File: config.mk
export PLATFORM = sky130hd
export DESIGN_NAME = csync_gen
export DESIGN_NICKNAME = d
export VERILOG_FILES = /design/src/rtl/csg_pkg.sv /design/src/rtl/csg_line_timer.sv /design/src/rtl/csg_field_seq.sv /design/src/rtl/csg_pulse_shaper.sv /design/src/rtl/csync_gen.sv
export SDC_FILE = /design/constraint.sdc
export NUM_CORES = 1
export LEC_CHECK = 0
export CORE_ASPECT_RATIO = 2
export CORE_MARGIN = 2
export CORE_UTILIZATION = 41
export DETAILED_ROUTE_END_ITERATION = 6
export SYNTH_ARGS = -nofsm -noshare
export SYNTH_HDL_FRONTEND = slang
export SYNTH_SLANG_ARGS = --single-unit
File: constraint.sdc
create_clock -name clk -period 2.2 [get_ports clk]
set_clock_uncertainty 0.05 [all_clocks]
set_input_delay 0.44 -clock clk [delete_from_list [all_inputs] [get_ports clk]]
set_output_delay 0.44 -clock clk [all_outputs]
set_load 0.02 [all_outputs]
File: src/rtl/csg_pkg.sv
package csg_pkg;

    // Which part of a field the current half line belongs to
    typedef enum logic [1:0] {
        SEG_PRE_EQ,
        SEG_BROAD,
        SEG_POST_EQ,
        SEG_ACTIVE
    } seg_e;

    // Latched operating mode
    typedef struct packed {
        logic interlace;   // 1: alternate field types
        logic odd_sel;     // progressive: field type to repeat
    } vmode_t;

    // Classify a half-line index within a field
    function automatic seg_e seg_of(int idx, int neq, int nbr);
        if (idx < neq)
            return SEG_PRE_EQ;
        else if (idx < neq + nbr)
            return SEG_BROAD;
        else if (idx < 2 * neq + nbr)
            return SEG_POST_EQ;
        return SEG_ACTIVE;
    endfunction

    // Length in half lines of a field that starts with phase start_mid,
    // chosen so the following field starts with the phase the mode wants
    function automatic int field_span(vmode_t m, logic start_mid, int lines);
        logic next_mid;
        next_mid = m.interlace ? ~start_mid : m.odd_sel;
        return (next_mid != start_mid) ? lines : lines - 1;
    endfunction

endpackage

File: src/rtl/csg_line_timer.sv
module csg_line_timer #(
    parameter int H_TOTAL = 1024,
    localparam int HW = $clog2(H_TOTAL)
) (
    input  logic          clk,
    input  logic          rst,
    input  logic          pix_en,
    output logic [HW-1:0] h,
    output logic          hl_step,
    output logic          hl_mid
);
    localparam logic [HW-1:0] LAST = HW'(H_TOTAL - 1);
    localparam logic [HW-1:0] HALF = HW'(H_TOTAL / 2);

    logic [HW-1:0] h_nx;

    always_comb begin
        h_nx = (h == LAST) ? '0 : h + 1'b1;
    end

    // A half line begins when the next position is 0 or the mid-line point
    assign hl_step = pix_en && ((h_nx == '0) || (h_nx == HALF));
    assign hl_mid  = (h_nx == HALF);

    always_ff @(posedge clk) begin
        if (rst)
            h <= '0;
        else if (pix_en)
            h <= h_nx;
    end
endmodule

File: src/rtl/csg_field_seq.sv
module csg_field_seq
    import csg_pkg::*;
#(
    parameter int LINES = 625,
    parameter int NEQ   = 5,
    parameter int NBR   = 5,
    localparam int LW   = $clog2(LINES + 1)
) (
    input  logic          clk,
    input  logic          rst,
    input  logic          step,
    input  logic          step_mid,
    input  vmode_t        mode_in,
    output logic [LW-1:0] hl,
    output logic          field,
    output seg_e          seg,
    output vmode_t        mode_q
);
    logic [LW-1:0] span;
    logic          wrap;
    logic          take;
    vmode_t        m_new;

    always_comb begin
        wrap  = (hl == span - 1'b1);
        // A new frame begins at a line-start field, or at any field when progressive
        take  = !step_mid || !mode_q.interlace;
        m_new = take ? mode_in : mode_q;
    end

    always_ff @(posedge clk) begin
        if (rst) begin
            hl     <= '0;
            field  <= 1'b0;
            mode_q <= mode_in;
            span   <= LW'(field_span(mode_in, 1'b0, LINES));
        end else if (step) begin
            if (wrap) begin
                hl     <= '0;
                field  <= step_mid;
                mode_q <= m_new;
                span   <= LW'(field_span(m_new, step_mid, LINES));
            end else begin
                hl <= hl + 1'b1;
            end
        end
    end

    assign seg = seg_of(int'(hl), NEQ, NBR);
endmodule

File: src/rtl/csg_pulse_shaper.sv
module csg_pulse_shaper
    import csg_pkg::*;
#(
    parameter int H_TOTAL = 1024,
    parameter int HSYNC_W = 75,
    parameter int EQ_W    = 38,
    parameter int SERR_W  = 75,
    localparam int HW     = $clog2(H_TOTAL)
) (
    input  logic [HW-1:0] h,
    input  seg_e          seg,
    output logic          csync_n,
    output logic          hsync_n,
    output logic          vsync_n
);
    localparam logic [HW-1:0] HALF = HW'(H_TOTAL / 2);
    localparam logic [HW-1:0] HS   = HW'(HSYNC_W);
    localparam logic [HW-1:0] EQ   = HW'(EQ_W);
    localparam logic [HW-1:0] BRL  = HW'(H_TOTAL / 2 - SERR_W);

    logic [HW-1:0] hp;
    logic          line_pulse;
    logic          low;

    always_comb begin
        hp         = (h >= HALF) ? h - HALF : h;
        line_pulse = (h < HS);
        unique case (seg)
            SEG_PRE_EQ,
            SEG_POST_EQ: low = (hp < EQ);
            SEG_BROAD:   low = (hp < BRL);
            default:     low = line_pulse;
        endcase
        csync_n = ~low;
        hsync_n = ~line_pulse;
        vsync_n = (seg != SEG_BROAD);
    end
endmodule

File: src/rtl/csync_gen.sv
module csync_gen
    import csg_pkg::*;
#(
    parameter int H_TOTAL = 1024,
    parameter int HSYNC_W = 75,
    parameter int EQ_W    = 38,
    parameter int SERR_W  = 75,
    parameter int LINES   = 625,
    parameter int NEQ     = 5,
    parameter int NBR     = 5
) (
    input  logic clk,
    input  logic rst,
    input  logic pix_en,
    input  logic ilace_en,
    input  logic prog_field,
    output logic csync_n,
    output logic hsync_n,
    output logic vsync_n,
    output logic field
);
    localparam int HW = $clog2(H_TOTAL);
    localparam int LW = $clog2(LINES + 1);

    logic [HW-1:0] h_cnt;
    logic [LW-1:0] hl_cnt;
    logic          hl_step;
    logic          hl_mid;
    seg_e          seg;
    vmode_t        mode_req;
    vmode_t        mode_q;

    assign mode_req = '{interlace: ilace_en, odd_sel: prog_field};

    csg_line_timer #(.H_TOTAL(H_TOTAL)) u_line (
        .clk     (clk),
        .rst     (rst),
        .pix_en  (pix_en),
        .h       (h_cnt),
        .hl_step (hl_step),
        .hl_mid  (hl_mid)
    );

    csg_field_seq #(.LINES(LINES), .NEQ(NEQ), .NBR(NBR)) u_field (
        .clk      (clk),
        .rst      (rst),
        .step     (hl_step),
        .step_mid (hl_mid),
        .mode_in  (mode_req),
        .hl       (hl_cnt),
        .field    (field),
        .seg      (seg),
        .mode_q   (mode_q)
    );

    csg_pulse_shaper #(
        .H_TOTAL (H_TOTAL),
        .HSYNC_W (HSYNC_W),
        .EQ_W    (EQ_W),
        .SERR_W  (SERR_W)
    ) u_shape (
        .h       (h_cnt),
        .seg     (seg),
        .csync_n (csync_n),
        .hsync_n (hsync_n),
        .vsync_n (vsync_n)
    );
endmodule

### Yosys cells after proc, flatten, opt, wreduce, memory -nomap -nowiden

Cells that the tools add are included.
W data, S select, Z words.

| storage, ports and cells | value |
|---|---|
| flip-flop bits (word level) | 33 |
| bits of input ports | 5 |
| output and inout port bits | 4 |
| word-level logic and storage cells | 61 |

| operators by class | value |
|---|---|
| $add $sub $neg | 4 |
| order comparisons | 7 |
| eq/ne operators | 7 |
| multiplexer cells | 22 |
| bitwise logic cells | 3 |
| reduce and logical (&&, ||, !) cells | 12 |

Operators with widths:

| kind | count |
|---|---|
| $mux W10 | 6 |
| $add A10 B1 Y10 const B | 2 |
| $eq A10 B10 Y1 const B | 2 |
| $lt A10 B4 Y1 const B | 2 |
| $mux W2 | 8 |
| $eq A10 B10 Y1 | 1 |
| $ge A10 B10 Y1 const B | 1 |
| $logic_not A10 Y1 | 1 |
| $lt A10 B3 Y1 const B | 1 |
| $lt A10 B6 Y1 const B | 1 |
| $lt A10 B7 Y1 const B | 1 |
| $lt A10 B9 Y1 const B | 1 |
| $sub A10 B1 Y10 const B | 1 |
| $sub A10 B10 Y10 const B | 1 |
| $mux W1 | 7 |
| $reduce_and A2 Y1 | 2 |
| $reduce_bool A2 Y1 | 2 |
| $not A1 Y1 | 3 |
| $eq A2 B1 Y1 const B | 1 |
| $eq A2 B2 Y1 const B | 1 |
| $logic_not A1 Y1 | 2 |
| $logic_not A2 Y1 | 1 |
| $logic_or A1 B1 Y1 | 2 |
| $ne A2 B1 Y1 const B | 1 |
| other kinds (4) | 4 |

### Logic depth before layout (Yosys ltp)

Gate-level depths: netlist of the first run.

| depth | value |
|---|---|
| depth after elaboration | 12 |
| mapped depth | 7 |
| depth with buffers taken out | 7 |

### Cells and area by module

From an unflattened synthesis of the first run, not the netlist that was laid out.

| second synthesis, totals | value |
|---|---|
| cell total of the unflattened synthesis | 180 |
| area, all modules | 1519.0 um2 |

Modules (own cells, without submodules):

| module | times used | cells each | area an instance (um2) | sequential area each (um2) |
|---|---|---|---|---|
| csg_field_seq | 1 | 82 | 732.0 | 310.3 |
| csg_line_timer | 1 | 83 | 696.9 | 200.2 |
| csg_pulse_shaper | 1 | 15 | 90.1 | 0.0 |

### Worst setup path before layout of the first run

No wires, ideal clock.

| timing path | value |
|---|---|
| kind | reg2reg |
| start point | reg u_line.h[1] |
| end point | reg, netlist name u_field.mode_q[1] |
| library setup time | 358 ps |
| data arrival time | 1904 ps |
| required time | 1792 ps |
| setup slack | -112 ps |
| cell stages (with the launch flop) | 7 |
| path buffers | 1 |
| period minus slack after synthesis | 2312 ps |
| cells stage by stage | dfxtp_1 -> ha_1 -> nand3_4 -> o31ai_2 -> nand2_1 -> clkbuf_1 -> o41ai_1 |

| on the way | value |
|---|---|
| longest elaborated chain between the ends | 7 |
| elaborated cells between the ends (all ways) | 9 |
| those cells by class | add/sub (1); eq/ne (2); mux (1); reduce/logical (5) |

RTL lines:

| what | line | text |
|---|---|---|
| start: declaration | csg_line_timer.sv:8 | `output logic [HW-1:0] h,` |
| start signal: assignment | csg_line_timer.sv:29 | `h <= h_nx;` |
| $add A10 B1 Y10 or $eq A10 B10 Y1 (tied branches) | csg_line_timer.sv:18 | `h_nx = (h == LAST) ? '0 : h + 1'b1;` |
| $mux W10 * | csg_line_timer.sv:18 |  |
| $eq A10 B10 Y1 or $logic_not A10 Y1 (tied branches) | csg_line_timer.sv:22 | `assign hl_step = pix_en && ((h_nx == '0) \|\| (h_nx == HALF));` |
| $logic_or A1 B1 Y1 * | csg_line_timer.sv:22 |  |
| $logic_and A1 B1 Y1 * | csg_line_timer.sv:22 |  |
| $reduce_bool A2 Y1 (no line) * | n/a |  |
| $reduce_and A2 Y1 (no line) * | n/a |  |

Mark *: on every way between the ends. The rest lies on a longest branch, timed or not.
A chain may end at the register's enable or synchronous reset.

### Final worst setup path of the first run

| timing path | value |
|---|---|
| start point | reg u_line.h[0] |
| end point | reg u_field.hl[3] |

| on the way | value |
|---|---|
| longest elaborated chain between the ends | 5 |
| elaborated cells between the ends (all ways) | 7 |
| those cells by class | add/sub (1); eq/ne (2); mux (1); reduce/logical (3) |

RTL lines:

| what | line | text |
|---|---|---|
| $add A10 B1 Y10 or $eq A10 B10 Y1 (tied branches) | csg_line_timer.sv:18 |  |
| $mux W10 * | csg_line_timer.sv:18 |  |
| $eq A10 B10 Y1 or $logic_not A10 Y1 (tied branches) | csg_line_timer.sv:22 |  |
| $logic_or A1 B1 Y1 * | csg_line_timer.sv:22 |  |
| $logic_and A1 B1 Y1 * | csg_line_timer.sv:22 |  |
| end signal: assignment | csg_field_seq.sv:44 | `hl <= hl + 1'b1;` |
| end: declaration | csg_field_seq.sv:14 | `output logic [LW-1:0] hl,` |

Marked as above.

==> load_flow_metrics.sql, run 1 <==
INSERT INTO impl_metrics (metric_group, metric, value, unit) VALUES
('outcome', 'status', 'complete, no violations', ''),
('detailed_routing', 'dr_total_vias', '1893', ''),
('flow_run', 'max_cap_violations', '0', ''),
('synth', 'synth_net_count', '224', ''),
('timing', 'grt_setup_unrepaired', 'true', ''),
('clocking', 'ctsLongestPathBuffers', '2', ''),
('grt', 'grtUsageTotal', '23.3', '%'),
('final_layout', 'syn_to_final_growth', '43.5', '%'),
('setup_path', 'arrival', '2.29', 'ns'),
('timing', 'max_slew.worst_pin.slew', '0.587', 'ns'),
('pwr', 'cellLeakagePower', '0.978', 'nW'),
('synth', 'yosys-top-cells-area', 'sky130_fd_sc_hd__dfxtp_1 24%, sky130_fd_sc_hd__o32ai_2 4.6%, sky130_fd_sc_hd__nor2_1 4.0%, sky130_fd_sc_hd__nand3_1 3.7%, sky130_fd_sc_hd__ha_1 3.5%', ''),
('floorplanning', 'placementRows', '33', ''),
('clocking', 'worstSkewPairLatency', '0.27', 'ns'),
('final_layout', 'n_diodes', '0', ''),
('clocking', 'cts_htree_levels', '1', ''),
('timing', 'fmaxAchievable', '0.460', 'GHz'),
('timing', 'final_period_minus_worst_setup_slack', '2.17', 'ns'),
('grt', 'grt_start_max_net_pins', '14', ''),
('setup_path', 'worstPathRequired', '2.31', 'ns'),
('detailed_routing', 'drt_drc_violations_left', '0', ''),
('clocking', 'clock_tree.root_cell', 'sky130_fd_sc_hd__clkbuf_8', ''),
('clocking', 'cts.repair_timing.setup_buffer_count', '0', ''),
('synth', 'synthDominantCellAreaShare', '23.7', '%'),
('floorplanning', 'ioPinCount', '9', ''),
('timing', 'worst_slew_margin_rel', '60.5', '%'),
('clocking', 'path_clk_slew', '0.09', 'ns'),
('clocking', 'tritoncts.num_buffers', '3', ''),
('grt', 'grt-ovfl-total', '0', ''),
('detailed_routing', 'drt.antenna.violating_nets', '0', ''),
('setup_path', 'slowest_stage', 'sky130_fd_sc_hd__or4_1', ''),
('floorplanning', 'dieArea', '4900', 'um^2'),
('synth', 'synth_seq_area_share', '27.1', '%'),
('setup_path', 'critical_path.endpoint_type', 'register', ''),
('final_layout', 'fillCellCount', '395', ''),
('worst_hold_path', 'min-delay-path-class', 'register to register', ''),
('setup_path', 'critPathBufInv', '2', ''),
('final_layout', 'layout.core_utilization', '61.6', '%'),
('synth', 'syn-cell-area', '1770', 'um^2'),
('placed_design', 'gp_congestion', '0.856', ''),
('placed_design', 'post-dp-hpwl', '4280', 'um'),
('timing', 'final_max_slew_viol_count', '0', ''),
('setup_path', 'worstPathCellList', 'ha_4 -> buf_12 -> nor4b_4 -> a41o_2 -> nand3_4 -> buf_6 -> or4_1 -> a32o_2', ''),
('synth', 'netlist-cell-type-count', '56', ''),
('synth', 'synth.ff_latch_count', '23', ''),
('timing', 'final-hold-violation-count', '0', ''),
('detailed_routing', 'drt_first_iter_violations', '47', ''),
('pwr', 'peakVddDrop', '0.295', 'mV'),
('final_layout', 'nets', '282', ''),
('synth', 'synth_enable_flop_cells', '2', ''),
('synth', 'synthesis.instances', '214', ''),
('detailed_routing', 'drt_pass1_iterations', '5', ''),
('final_layout', 'drive_above_1_share', '41.3', '%'),
('setup_path', 'crit_family', 'simple AND/OR/NAND/NOR gates', ''),
('timing', 'report.final.setup_viol', '0', ''),
('placed_design', 'post-place-ws', '-0.124', 'ns'),
('synth', 'avgSynthCellArea', '8.28', 'um^2'),
('clocking', 'clock_sinks', '23', ''),
('placed_design', 'dpl-instance-area', '2340', 'um^2'),
('timing', 'timing.final.ws_setup', '0.0251', 'ns'),
('floorplanning', 'area_of_the_core', '4130', 'um^2'),
('floorplanning', 'die_height', '97.0', 'um'),
('final_layout', 'cell_area_after_layout', '2540', 'um^2'),
('setup_path', 'top_fanout_value_on_the_critical_path', '6', ''),
('timing', 'post_route_worst_hold_slack', '0.440', 'ns'),
('detailed_routing', 'final_wirelength', '5380', 'um'),
('grt', 'grt_first_pass_wirelength', '8830', 'um'),
('synth', 'synth_warn', '0', ''),
('pwr', 'power_density', '313', 'nW/um^2'),
('synth', 'yosys_most_used_dff', 'sky130_fd_sc_hd__dfxtp_1', ''),
('timing', 'timing.final.crit_share', '98.9', '%');
cells by family after synthesis:
logic type	after synthesis	synth area share [%]
adders and majority gates	5	3.53
xor gates and xnor gates	3	1.48
AOI/OAI and AO/OA	48	22.2
buffers and inverters	28	7.83
and+or+nand+nor	100	33.7
DFF	23	27.1
muxes	7	4.09
report_power, final:
group	switching [mW]	internal [mW]
logic	0.0456	0.0414
registers	0.00827	0.429
clock network	0.143	0.130
total	0.197	0.600
synth_stat cells, types with 3 or more instances:
| library cell | n |
|---|---|
| sky130_fd_sc_hd__buf_4 | 6 |
| sky130_fd_sc_hd__nand4_1 | 4 |
| sky130_fd_sc_hd__mux2i_1 | 5 |
| sky130_fd_sc_hd__nand3_1 | 13 |
| sky130_fd_sc_hd__and3_1 | 5 |
| sky130_fd_sc_hd__o32ai_2 | 5 |
| sky130_fd_sc_hd__dfxtp_1 | 21 |
| sky130_fd_sc_hd__nor3_1 | 8 |
| sky130_fd_sc_hd__inv_1 | 13 |
| sky130_fd_sc_hd__or2_2 | 5 |
| sky130_fd_sc_hd__or3_1 | 3 |
| sky130_fd_sc_hd__nand2_1 | 15 |
| sky130_fd_sc_hd__nor4_1 | 10 |
| sky130_fd_sc_hd__ha_1 | 5 |
| sky130_fd_sc_hd__o21ai_0 | 9 |
| sky130_fd_sc_hd__buf_2 | 3 |
| sky130_fd_sc_hd__clkbuf_1 | 4 |
| sky130_fd_sc_hd__nor2_1 | 19 |
| sky130_fd_sc_hd__a21oi_1 | 11 |
worst reg2reg max path, stage by stage, from the launching register on:
cell and delay [ns]:
sky130_fd_sc_hd__dfxtp_4 0.37, sky130_fd_sc_hd__ha_4 0.17, sky130_fd_sc_hd__buf_12 0.13, sky130_fd_sc_hd__nor4b_4 0.20
sky130_fd_sc_hd__a41o_2 0.19, sky130_fd_sc_hd__nand3_4 0.09, sky130_fd_sc_hd__buf_6 0.14, sky130_fd_sc_hd__or4_1 0.46
sky130_fd_sc_hd__a32o_2 0.27
placed cells by master, fill, tap and decap left out, types with 3 or more instances in the layout:
| cell type | count |
|---|---|
| sky130_fd_sc_hd__nor3_1 | 8 |
| sky130_fd_sc_hd__mux2i_1 | 4 |
| sky130_fd_sc_hd__buf_6 | 3 |
| sky130_fd_sc_hd__dfxtp_1 | 13 |
| sky130_fd_sc_hd__nor2_1 | 17 |
| sky130_fd_sc_hd__nand2_1 | 15 |
| sky130_fd_sc_hd__nand4_1 | 4 |
| sky130_fd_sc_hd__clkbuf_8 | 3 |
| sky130_fd_sc_hd__and3_1 | 5 |
| sky130_fd_sc_hd__buf_12 | 4 |
| sky130_fd_sc_hd__o21ai_0 | 6 |
| sky130_fd_sc_hd__or3_1 | 3 |
| sky130_fd_sc_hd__a21oi_1 | 11 |
| sky130_fd_sc_hd__o32ai_2 | 5 |
| sky130_fd_sc_hd__clkdlybuf4s50_1 | 5 |
| sky130_fd_sc_hd__inv_1 | 13 |
| sky130_fd_sc_hd__nand3_1 | 12 |
| sky130_fd_sc_hd__or2_2 | 5 |
| sky130_fd_sc_hd__dfxtp_2 | 6 |
| sky130_fd_sc_hd__ha_1 | 3 |
| sky130_fd_sc_hd__buf_4 | 54 |
| sky130_fd_sc_hd__o21ai_1 | 3 |
| sky130_fd_sc_hd__nor4_1 | 8 |
final timing paths:
kind | from | to | slack, ns | cells past startpoint
max reg2reg | u_line.h[0] | u_field.hl[3] | 0.03 | 8
min reg2reg | u_field.field | u_field.field | 0.44 | 2
min | u_field.field | u_field.field | 0.44 | 2
max | u_line.h[0] | u_field.hl[3] | 0.03 | 8
what timing repair did:
action / in CTS / in global routing
endpoints found under the setup margin: 10 / 14
pin swaps: 1 / 8
hold endpoints to repair: 0 / 0
gates resized for setup: 23 / 28
hold buffers: 0 / 0
layer usage:
metal	global-route usage, %	vias up	part of all wire (%)
met5	0	-	0
met3	1.70	20	1.9
met1	21.2	911	33
met4	13.3	0	5.0
met2	46.7	45	60
li1	-	917	-
flip-flops by register name, summed over array words and instances, names as in the netlist:
register and flops:
u_field.hl 10, u_line.h 10, u_field.span 1, u_field.field 1
u_field.mode_q 1
final cells by class:
type	count	area, um^2	area share (%)
repair buffers	68	579	22.8
well taps	52	65.1	2.56
inverters	13	48.8	1.92
multi-input cells	163	1310	51.5
flip-flops and latches	23	495	19.5
clock buffers	4	45.0	1.77
through the flow:
step / std cells / TNS [ns] / power, mW
after floorplan: 214 / 0 / 0.483
after global placement: 319 / -0.311 / 0.522
after detailed placement: 319 / -0.489 / 0.523
after CTS: 323 / 0 / 0.800
after global routing: 323 / -0.123 / 0.829
final: 323 / 0 / 0.796
Power figures use the tool's default switching activity.
==> run 2: changes to the inputs <==
--- a/config.mk
+++ b/config.mk
@@ -9,6 +9,7 @@
 export CORE_MARGIN = 2
 export CORE_UTILIZATION = 41
 export DETAILED_ROUTE_END_ITERATION = 6
+export SKIP_CTS_REPAIR_TIMING = 1
 export SYNTH_ARGS = -nofsm -noshare
 export SYNTH_HDL_FRONTEND = slang
 export SYNTH_SLANG_ARGS = --single-unit
==> constraint.sdc (replaced) <==
create_clock -name clk -period 2.2 [get_ports clk]
set_clock_uncertainty 0.05 [all_clocks]
set_input_delay 0.66 -clock clk [delete_from_list [all_inputs] [get_ports clk]]
set_output_delay 0.66 -clock clk [all_outputs]
set_load 0.02 [all_outputs]
==> load_flow_metrics.sql, run 2 (synthesis gave the netlist of run 1 again) <==
INSERT INTO impl_metrics (metric_group, metric, value, unit) VALUES
('detailed_routing', 'drt_drc_violations_left', '0', ''),
('detailed_routing', 'wl_per_cell', '16.9', 'um'),
('placed_design', 'dp.cells', '318', ''),
('placed_design', 'gp_congestion', '0.852', ''),
('grt', 'grt_start_max_net_pins', '17', ''),
('detailed_routing', 'drt.antenna.violating_nets', '0', ''),
('pwr', 'power_density', '314', 'nW/um^2'),
('floorplanning', 'area_of_the_core', '4130', 'um^2'),
('clocking', 'tritoncts.num_buffers', '3', ''),
('grt', 'grt_first_pass_wirelength', '8390', 'um'),
('floorplanning', 'dieArea', '4900', 'um^2'),
('final_layout', 'final_common_cell', 'sky130_fd_sc_hd__buf_4', ''),
('detailed_routing', 'dr_total_vias', '1901', ''),
('timing', 'timing.final.crit_share', '106', '%'),
('grt', 'grt_pass1_vias', '1859', ''),
('final_layout', 'drive_above_1_share', '44.0', '%'),
('clocking', 'worstSkewPairLatency', '0.27', 'ns'),
('detailed_routing', 'final_wirelength', '5500', 'um'),
('grt', 'grt-ovfl-total', '0', ''),
('timing', 'grt_setup_unrepaired', 'true', ''),
('detailed_routing', 'drt_first_iter_violations', '49', ''),
('timing', 'report.final.setup_viol', '3', ''),
('pwr', 'post-layout-total-power', '0.790', 'mW'),
('floorplanning', 'dieWidth', '50.5', 'um'),
('timing', 'final-hold-violation-count', '0', ''),
('final_layout', 'layout_top_registers', 'u_field.hl x10, u_line.h x10', ''),
('setup_path', 'crit_path_largest_cell_delay', '0.54', 'ns'),
('floorplanning', 'ioPinCount', '9', ''),
('setup_path', 'arrival', '1.62', 'ns'),
('final_layout', 'syn_to_final_growth', '41.9', '%'),
('timing', 'fmaxAchievable', '0.429', 'GHz'),
('timing', 'post_route_worst_hold_slack', '0.416', 'ns'),
('flow_run', 'max_cap_violations', '0', ''),
('setup_path', 'slowest_stage', 'sky130_fd_sc_hd__or4_4', ''),
('placed_design', 'placement.io_buffers', '8', ''),
('floorplanning', 'start_util', '42.9', '%'),
('detailed_routing', 'detail_routed_via_count_per_cell', '5.85', ''),
('setup_path', 'worst-setup-path-type', 'register to primary output', ''),
('clocking', 'cts_htree_levels', '1', ''),
('timing', 'final_period_minus_worst_setup_slack', '2.33', 'ns'),
('timing', 'worst_slew_margin_rel', '73.4', '%'),
('clocking', 'path_clk_slew', '0.09', 'ns'),
('worst_hold_path', 'min-delay-path-class', 'register to register', ''),
('timing', 'max_slew.worst_pin.slew', '0.395', 'ns'),
('setup_path', 'worstPathRequired', '1.49', 'ns'),
('final_layout', 'n_diodes', '0', ''),
('grt', 'grtUsageTotal', '22.5', '%'),
('outcome', 'status', 'finished with violations', ''),
('final_layout', 'fillCellCount', '380', ''),
('timing', 'timing.final.ws_setup', '-0.132', 'ns'),
('setup_path', 'critical_path.endpoint_type', 'primary output', ''),
('final_layout', 'final_cells', '325', ''),
('clocking', 'cts_tree', 'built', ''),
('timing', 'final_max_slew_viol_count', '0', ''),
('setup_path', 'critical_path.startpoint_type', 'register', ''),
('clocking', 'clock_sinks', '23', ''),
('floorplanning', 'die_height', '97.0', 'um'),
('final_layout', 'area_used_by_multi_input_combinational_logic', '1310', 'um^2'),
('setup_path', 'worstPathCellList', 'or4_4 -> nor2_4 -> nand2_1 -> nand2_1 -> o21ai_1 -> buf_4', ''),
('setup_path', 'top_fanout_value_on_the_critical_path', '2', ''),
('setup_path', 'path_common_cell', 'sky130_fd_sc_hd__nand2_1', ''),
('placed_design', 'post-place-ws', '-0.341', 'ns'),
('grt', 'grt_antenna_before_repair', '0', ''),
('pwr', 'peakVddDrop', '0.363', 'mV'),
('outcome', 'violated_checks', 'negative setup slack', ''),
('clocking', 'clock_tree.root_cell', 'sky130_fd_sc_hd__clkbuf_8', ''),
('placed_design', 'post-dp-hpwl', '4240', 'um'),
('final_layout', 'area.sequential', '494', 'um^2'),
('clocking', 'ctsLongestPathBuffers', '2', ''),
('detailed_routing', 'drt_pass1_iterations', '5', ''),
('floorplanning', 'placementRows', '33', ''),
('final_layout', 'layout.cells.most_common_list', '60 x sky130_fd_sc_hd__buf_4, 18 x sky130_fd_sc_hd__nor2_1, 15 x sky130_fd_sc_hd__nand2_1, 13 x sky130_fd_sc_hd__nand3_1, 12 x sky130_fd_sc_hd__dfxtp_1', ''),
('final_layout', 'nets', '284', ''),
('pwr', 'cellLeakagePower', '0.976', 'nW');
run 2: cell count changes in the layout (fill, tap and decap cells not counted), sizes merged:
cell / change
buf: +3
clkbuf: -1
run 2: worst paths after layout:
check | startpoint | endpoint | slack [ns] | depth (start not counted)
setup reg to reg | u_line.h[0] | u_field.hl[3] | -0.01 | 8
hold reg to reg | u_field.field | u_field.field | 0.42 | 2
hold / removal | u_field.field | u_field.field | 0.42 | 2
setup / recovery | u_field.hl[4] | csync_n | -0.13 | 6
run 2: report_power, final:
group          switching, mW  internal, mW
Clock                  0.141         0.129
Sequential           0.00747         0.429
Combinational         0.0434        0.0398
run 2: worst max-delay path, delay by kind of cell, from the launching register on:
family / cells / cell delay, ns
buffers and inverters: 1 / 0.15
DFF: 1 / 0.33
AOI/OAI and AO/OA: 1 / 0.06
and+or+nand+nor: 4 / 0.82
run 2: final cells by class:
class,instances,area share (%)
Multi-Input combinational cell,163,51.9
Timing Repair Buffer,70,22.1
Sequential cell,23,19.6
Tap cell,52,2.59
Inverter,13,1.94
Clock buffer,4,1.79
run 2: per-stage QoR:
stage,util (%),cell area (um^2),setup TNS [ns]
floorplan,-,1780,-0.0252
global route,60.9,2520,-0.911
CTS,56.3,2330,-2.29
finish,60.9,2520,-0.230
detailed placement,55.2,2280,-3.64
global placement,55.2,2280,-3.04
run 2: metal layers:
metal | part of all wire [%] | vias up | GRT usage, %
li1 | - | 924 | -
met2 | 59 | 35 | 44.8
met3 | 1.3 | 22 | 1.54
met4 | 5.9 | 0 | 13.3
met5 | 0 | - | 0
met1 | 34 | 920 | 20.5
==> run 3: changes to the inputs <==
--- a/config.mk
+++ b/config.mk
@@ -5,6 +5,7 @@
 export SDC_FILE = /design/constraint.sdc
 export NUM_CORES = 1
 export LEC_CHECK = 0
+export ABC_AREA = 1
 export CORE_ASPECT_RATIO = 2
 export CORE_MARGIN = 2
 export CORE_UTILIZATION = 41
==> load_flow_metrics.sql, run 3 <==
INSERT INTO impl_metrics (metric_group, metric, value, unit) VALUES
('pwr', 'cellLeakagePower', '1.07', 'nW'),
('detailed_routing', 'drt_first_iter_violations', '31', ''),
('clocking', 'cts_tree', 'built', ''),
('final_layout', 'fillCellCount', '413', ''),
('setup_path', 'critPathBufInv', '1', ''),
('flow_run', 'max_cap_violations', '0', ''),
('final_layout', 'syn_to_final_growth', '34.1', '%'),
('grt', 'grt_first_pass_wirelength', '7220', 'um'),
('synth', 'synth_seq_area_share', '28.6', '%'),
('clocking', 'tritoncts.num_buffers', '3', ''),
('pwr', 'intPower', '0.646', 'mW'),
('timing', 'fmaxAchievable', '0.437', 'GHz'),
('clocking', 'clock_sinks', '23', ''),
('final_layout', 'cell_area_after_layout', '2260', 'um^2'),
('detailed_routing', 'drt.antenna.violating_nets', '0', ''),
('grt', 'grt_pass1_vias', '1704', ''),
('timing', 'max_slew.worst_pin.slew', '0.293', 'ns'),
('timing', 'worst_slew_margin_rel', '80.3', '%'),
('timing', 'report.final.setup_viol', '2', ''),
('final_layout', 'nets', '325', ''),
('synth', 'avgSynthCellArea', '6.35', 'um^2'),
('floorplanning', 'dieArea', '4660', 'um^2'),
('synth', 'syn-cell-area', '1680', 'um^2'),
('detailed_routing', 'detail_routed_via_count_per_cell', '4.85', ''),
('final_layout', 'n_diodes', '0', ''),
('setup_path', 'top_fanout_value_on_the_critical_path', '3', ''),
('synth', 'synth_largest_area_cell', 'sky130_fd_sc_hd__dfxtp_1', ''),
('worst_hold_path', 'timing.hold.worst_endpoint', 'u_field.field', ''),
('grt', 'grt_antenna_before_repair', '0', ''),
('worst_hold_path', 'min-delay-path-class', 'register to register', ''),
('setup_path', 'worst-setup-path-type', 'register to primary output', ''),
('detailed_routing', 'final_wirelength', '4190', 'um'),
('setup_path', 'regToRegStartpoint', 'u_line.h[1]', ''),
('floorplanning', 'ioPinCount', '9', ''),
('clocking', 'worstSkewPairLatency', '0.26', 'ns'),
('grt', 'grt_start_max_net_pins', '15', ''),
('setup_path', 'r2r_cells', '10', ''),
('setup_path', 'crit_family', 'simple AND/OR/NAND/NOR gates', ''),
('setup_path', 'worst_reg2reg_path_endpoint', 'u_field.span[0]', ''),
('synth', 'synthDominantCellAreaShare', '25.0', '%'),
('pwr', 'power.share.sequential', '50.3', '%'),
('timing', 'post_route_worst_hold_slack', '0.478', 'ns'),
('floorplanning', 'area_of_the_core', '4010', 'um^2'),
('floorplanning', 'dieWidth', '49.3', 'um'),
('timing', 'final_period_minus_worst_setup_slack', '2.29', 'ns'),
('pwr', 'power_density', '399', 'nW/um^2'),
('synth', 'yosysMostFrequentCell', 'sky130_fd_sc_hd__nand2_1', ''),
('synth', 'netlist-cell-type-count', '31', ''),
('pwr', 'clock_power_share', '29.8', '%'),
('setup_path', 'critical_path.endpoint_type', 'primary output', ''),
('synth', 'synth_enable_flop_cells', '2', ''),
('timing', 'final-hold-violation-count', '0', ''),
('setup_path', 'arrival', '1.58', 'ns'),
('final_layout', 'layout_top_registers', 'u_field.hl x10, u_line.h x10', ''),
('pwr', 'power_frac_comb', '19.9', '%'),
('synth', 'ys_async_sr_fraction', '0', '%'),
('worst_hold_path', 'hold_path.startpoint', 'u_field.field', ''),
('worst_hold_path', 'worst_hold_stages', '4', ''),
('placed_design', 'placement.io_buffers', '8', ''),
('floorplanning', 'start_util', '42.0', '%'),
('clocking', 'clock_tree.root_cell', 'sky130_fd_sc_hd__clkbuf_8', ''),
('grt', 'grt-ovfl-total', '0', ''),
('grt', 'grtUsageTotal', '19.6', '%'),
('synth', 'synth_commonest_cells', '66 x sky130_fd_sc_hd__nand2_1, 41 x sky130_fd_sc_hd__inv_1, 22 x sky130_fd_sc_hd__a21oi_1, 22 x sky130_fd_sc_hd__nor2_1, 21 x sky130_fd_sc_hd__dfxtp_1', ''),
('floorplanning', 'placementRows', '33', ''),
('timing', 'timing.final.ws_setup', '-0.0866', 'ns'),
('detailed_routing', 'drt_drc_violations_left', '0', ''),
('outcome', 'violated_checks', 'negative setup slack', ''),
('setup_path', 'worstPathRequired', '1.49', 'ns'),
('pwr', 'switching_power', '0.254', 'mW'),
('final_layout', 'layout.cells.most_common_list', '66 x sky130_fd_sc_hd__nand2_1, 43 x sky130_fd_sc_hd__buf_4, 41 x sky130_fd_sc_hd__inv_1, 21 x sky130_fd_sc_hd__a21oi_1, 20 x sky130_fd_sc_hd__nor2_1', ''),
('outcome', 'status', 'finished with violations', ''),
('clocking', 'ctsLongestPathBuffers', '2', ''),
('placed_design', 'dpl-instance-area', '2130', 'um^2'),
('timing', 'final_max_slew_viol_count', '0', ''),
('final_layout', 'drive_above_1_share', '25.8', '%'),
('timing', 'grt_setup_unrepaired', 'true', ''),
('synth', 'synth_warn', '0', ''),
('placed_design', 'gp_congestion', '0.940', ''),
('synth', 'synthesis.instances', '265', ''),
('setup_path', 'crit_path_largest_cell_delay', '0.34', 'ns'),
('setup_path', 'critical_path.startpoint_type', 'register', ''),
('final_layout', 'layout.core_utilization', '56.3', '%'),
('timing', 'timing.final.crit_share', '104', '%'),
('synth', 'synth.ff_latch_count', '23', ''),
('synth', 'yosys_most_used_dff', 'sky130_fd_sc_hd__dfxtp_1', ''),
('final_layout', 'final_common_cell', 'sky130_fd_sc_hd__nand2_1', ''),
('synth', 'yosys-top-cells-area', 'sky130_fd_sc_hd__dfxtp_1 25%, sky130_fd_sc_hd__nand2_1 15%, sky130_fd_sc_hd__inv_1 9.1%, sky130_fd_sc_hd__a21oi_1 6.5%, sky130_fd_sc_hd__nand3_1 5.4%', ''),
('placed_design', 'post-dp-hpwl', '3290', 'um'),
('floorplanning', 'die_height', '94.6', 'um'),
('detailed_routing', 'wl_per_cell', '11.4', 'um'),
('pwr', 'peakVddDrop', '0.501', 'mV'),
('setup_path', 'r2r_setup_slack', '0.17', 'ns'),
('clocking', 'cts_htree_levels', '1', ''),
('synth', 'synth_net_count', '275', ''),
('pwr', 'p_sw_share', '28.2', '%'),
('clocking', 'path_clk_slew', '0.09', 'ns'),
('detailed_routing', 'dr_total_vias', '1775', ''),
('pwr', 'post-layout-total-power', '0.900', 'mW'),
('setup_path', 'slowest_stage', 'sky130_fd_sc_hd__dfxtp_2', ''),
('setup_path', 'worstPathCellList', 'nor4_4 -> nand3_2 -> nor2_4 -> o31ai_2 -> nand3_1 -> nand2_1 -> buf_4', ''),
('detailed_routing', 'drt_pass1_iterations', '4', '');
run 3: cells by family after synthesis:
logic type | share of synthesized area [%]
adders and majority gates | 3.72
xor gates and xnor gates | 5.20
DFF | 28.6
and+or+nand+nor | 35.4
AOI/OAI and AO/OA | 14.6
buffers and inverters | 12.6
run 3: per-layer routing:
metal,vias up,track usage (%),wire [um]
li1,944,-,-
met3,6,2.06,97
met5,-,0,0
met1,800,23.8,1940
met4,0,6.43,73
met2,25,35.4,2080
run 3: area by class of cell:
cell class / count / area (um^2) / area share (%)
timing repair buffer: 52 / 427 / 18.9
multi-input combinational: 189 / 1060 / 46.9
tap: 52 / 65.1 / 2.88
clock buffer: 3 / 41.3 / 1.83
clock inverter: 1 / 5.00 / 0.222
inverter: 46 / 174 / 7.71
sequential: 23 / 485 / 21.5
run 3: per-stage QoR:
stage | setup WS, ns | cells | TNS [ns]
global placement | -0.266 | 361 | -0.575
finish | -0.0866 | 366 | -0.170
global route | -0.176 | 366 | -0.342
detailed placement | -0.314 | 361 | -0.663
floorplan | 0.0769 | 265 | 0
CTS | -0.618 | 365 | -1.58
run 3: worst max-delay path by stage:
stage	start	to	slack (ns)	cells after the start
floorplan	u_line.h[0]	csync_n	0.08	5
global placement	u_line.h[0]	csync_n	-0.27	8
finish	u_field.hl[9]	csync_n	-0.09	7
global route	u_field.hl[9]	csync_n	-0.18	7
detailed placement	u_line.h[0]	csync_n	-0.31	8
CTS	u_line.h[0]	csync_n	-0.62	8
run 3: power by group through the flow:
stage | Combinational [mW] | Sequential, mW | Clock (mW)
final | 0.179 | 0.453 | 0.268
after floorplan | 0.0930 | 0.462 | 0
after global placement | 0.170 | 0.461 | 0
after CTS | 0.173 | 0.452 | 0.281
after global routing | 0.199 | 0.456 | 0.299
after detailed placement | 0.172 | 0.461 | 0
run 3: worst reg2reg max path, cell delays in order, from the launching register on:
cell	delay, ns
sky130_fd_sc_hd__dfxtp_2	0.33
sky130_fd_sc_hd__buf_4	0.13
sky130_fd_sc_hd__ha_4	0.15
sky130_fd_sc_hd__nand2_2	0.08
sky130_fd_sc_hd__nor2_4	0.13
sky130_fd_sc_hd__nand3_2	0.15
sky130_fd_sc_hd__nand3_1	0.19
sky130_fd_sc_hd__inv_2	0.06
sky130_fd_sc_hd__nor2_4	0.17
sky130_fd_sc_hd__nand4_1	0.13
sky130_fd_sc_hd__nand2_1	0.17
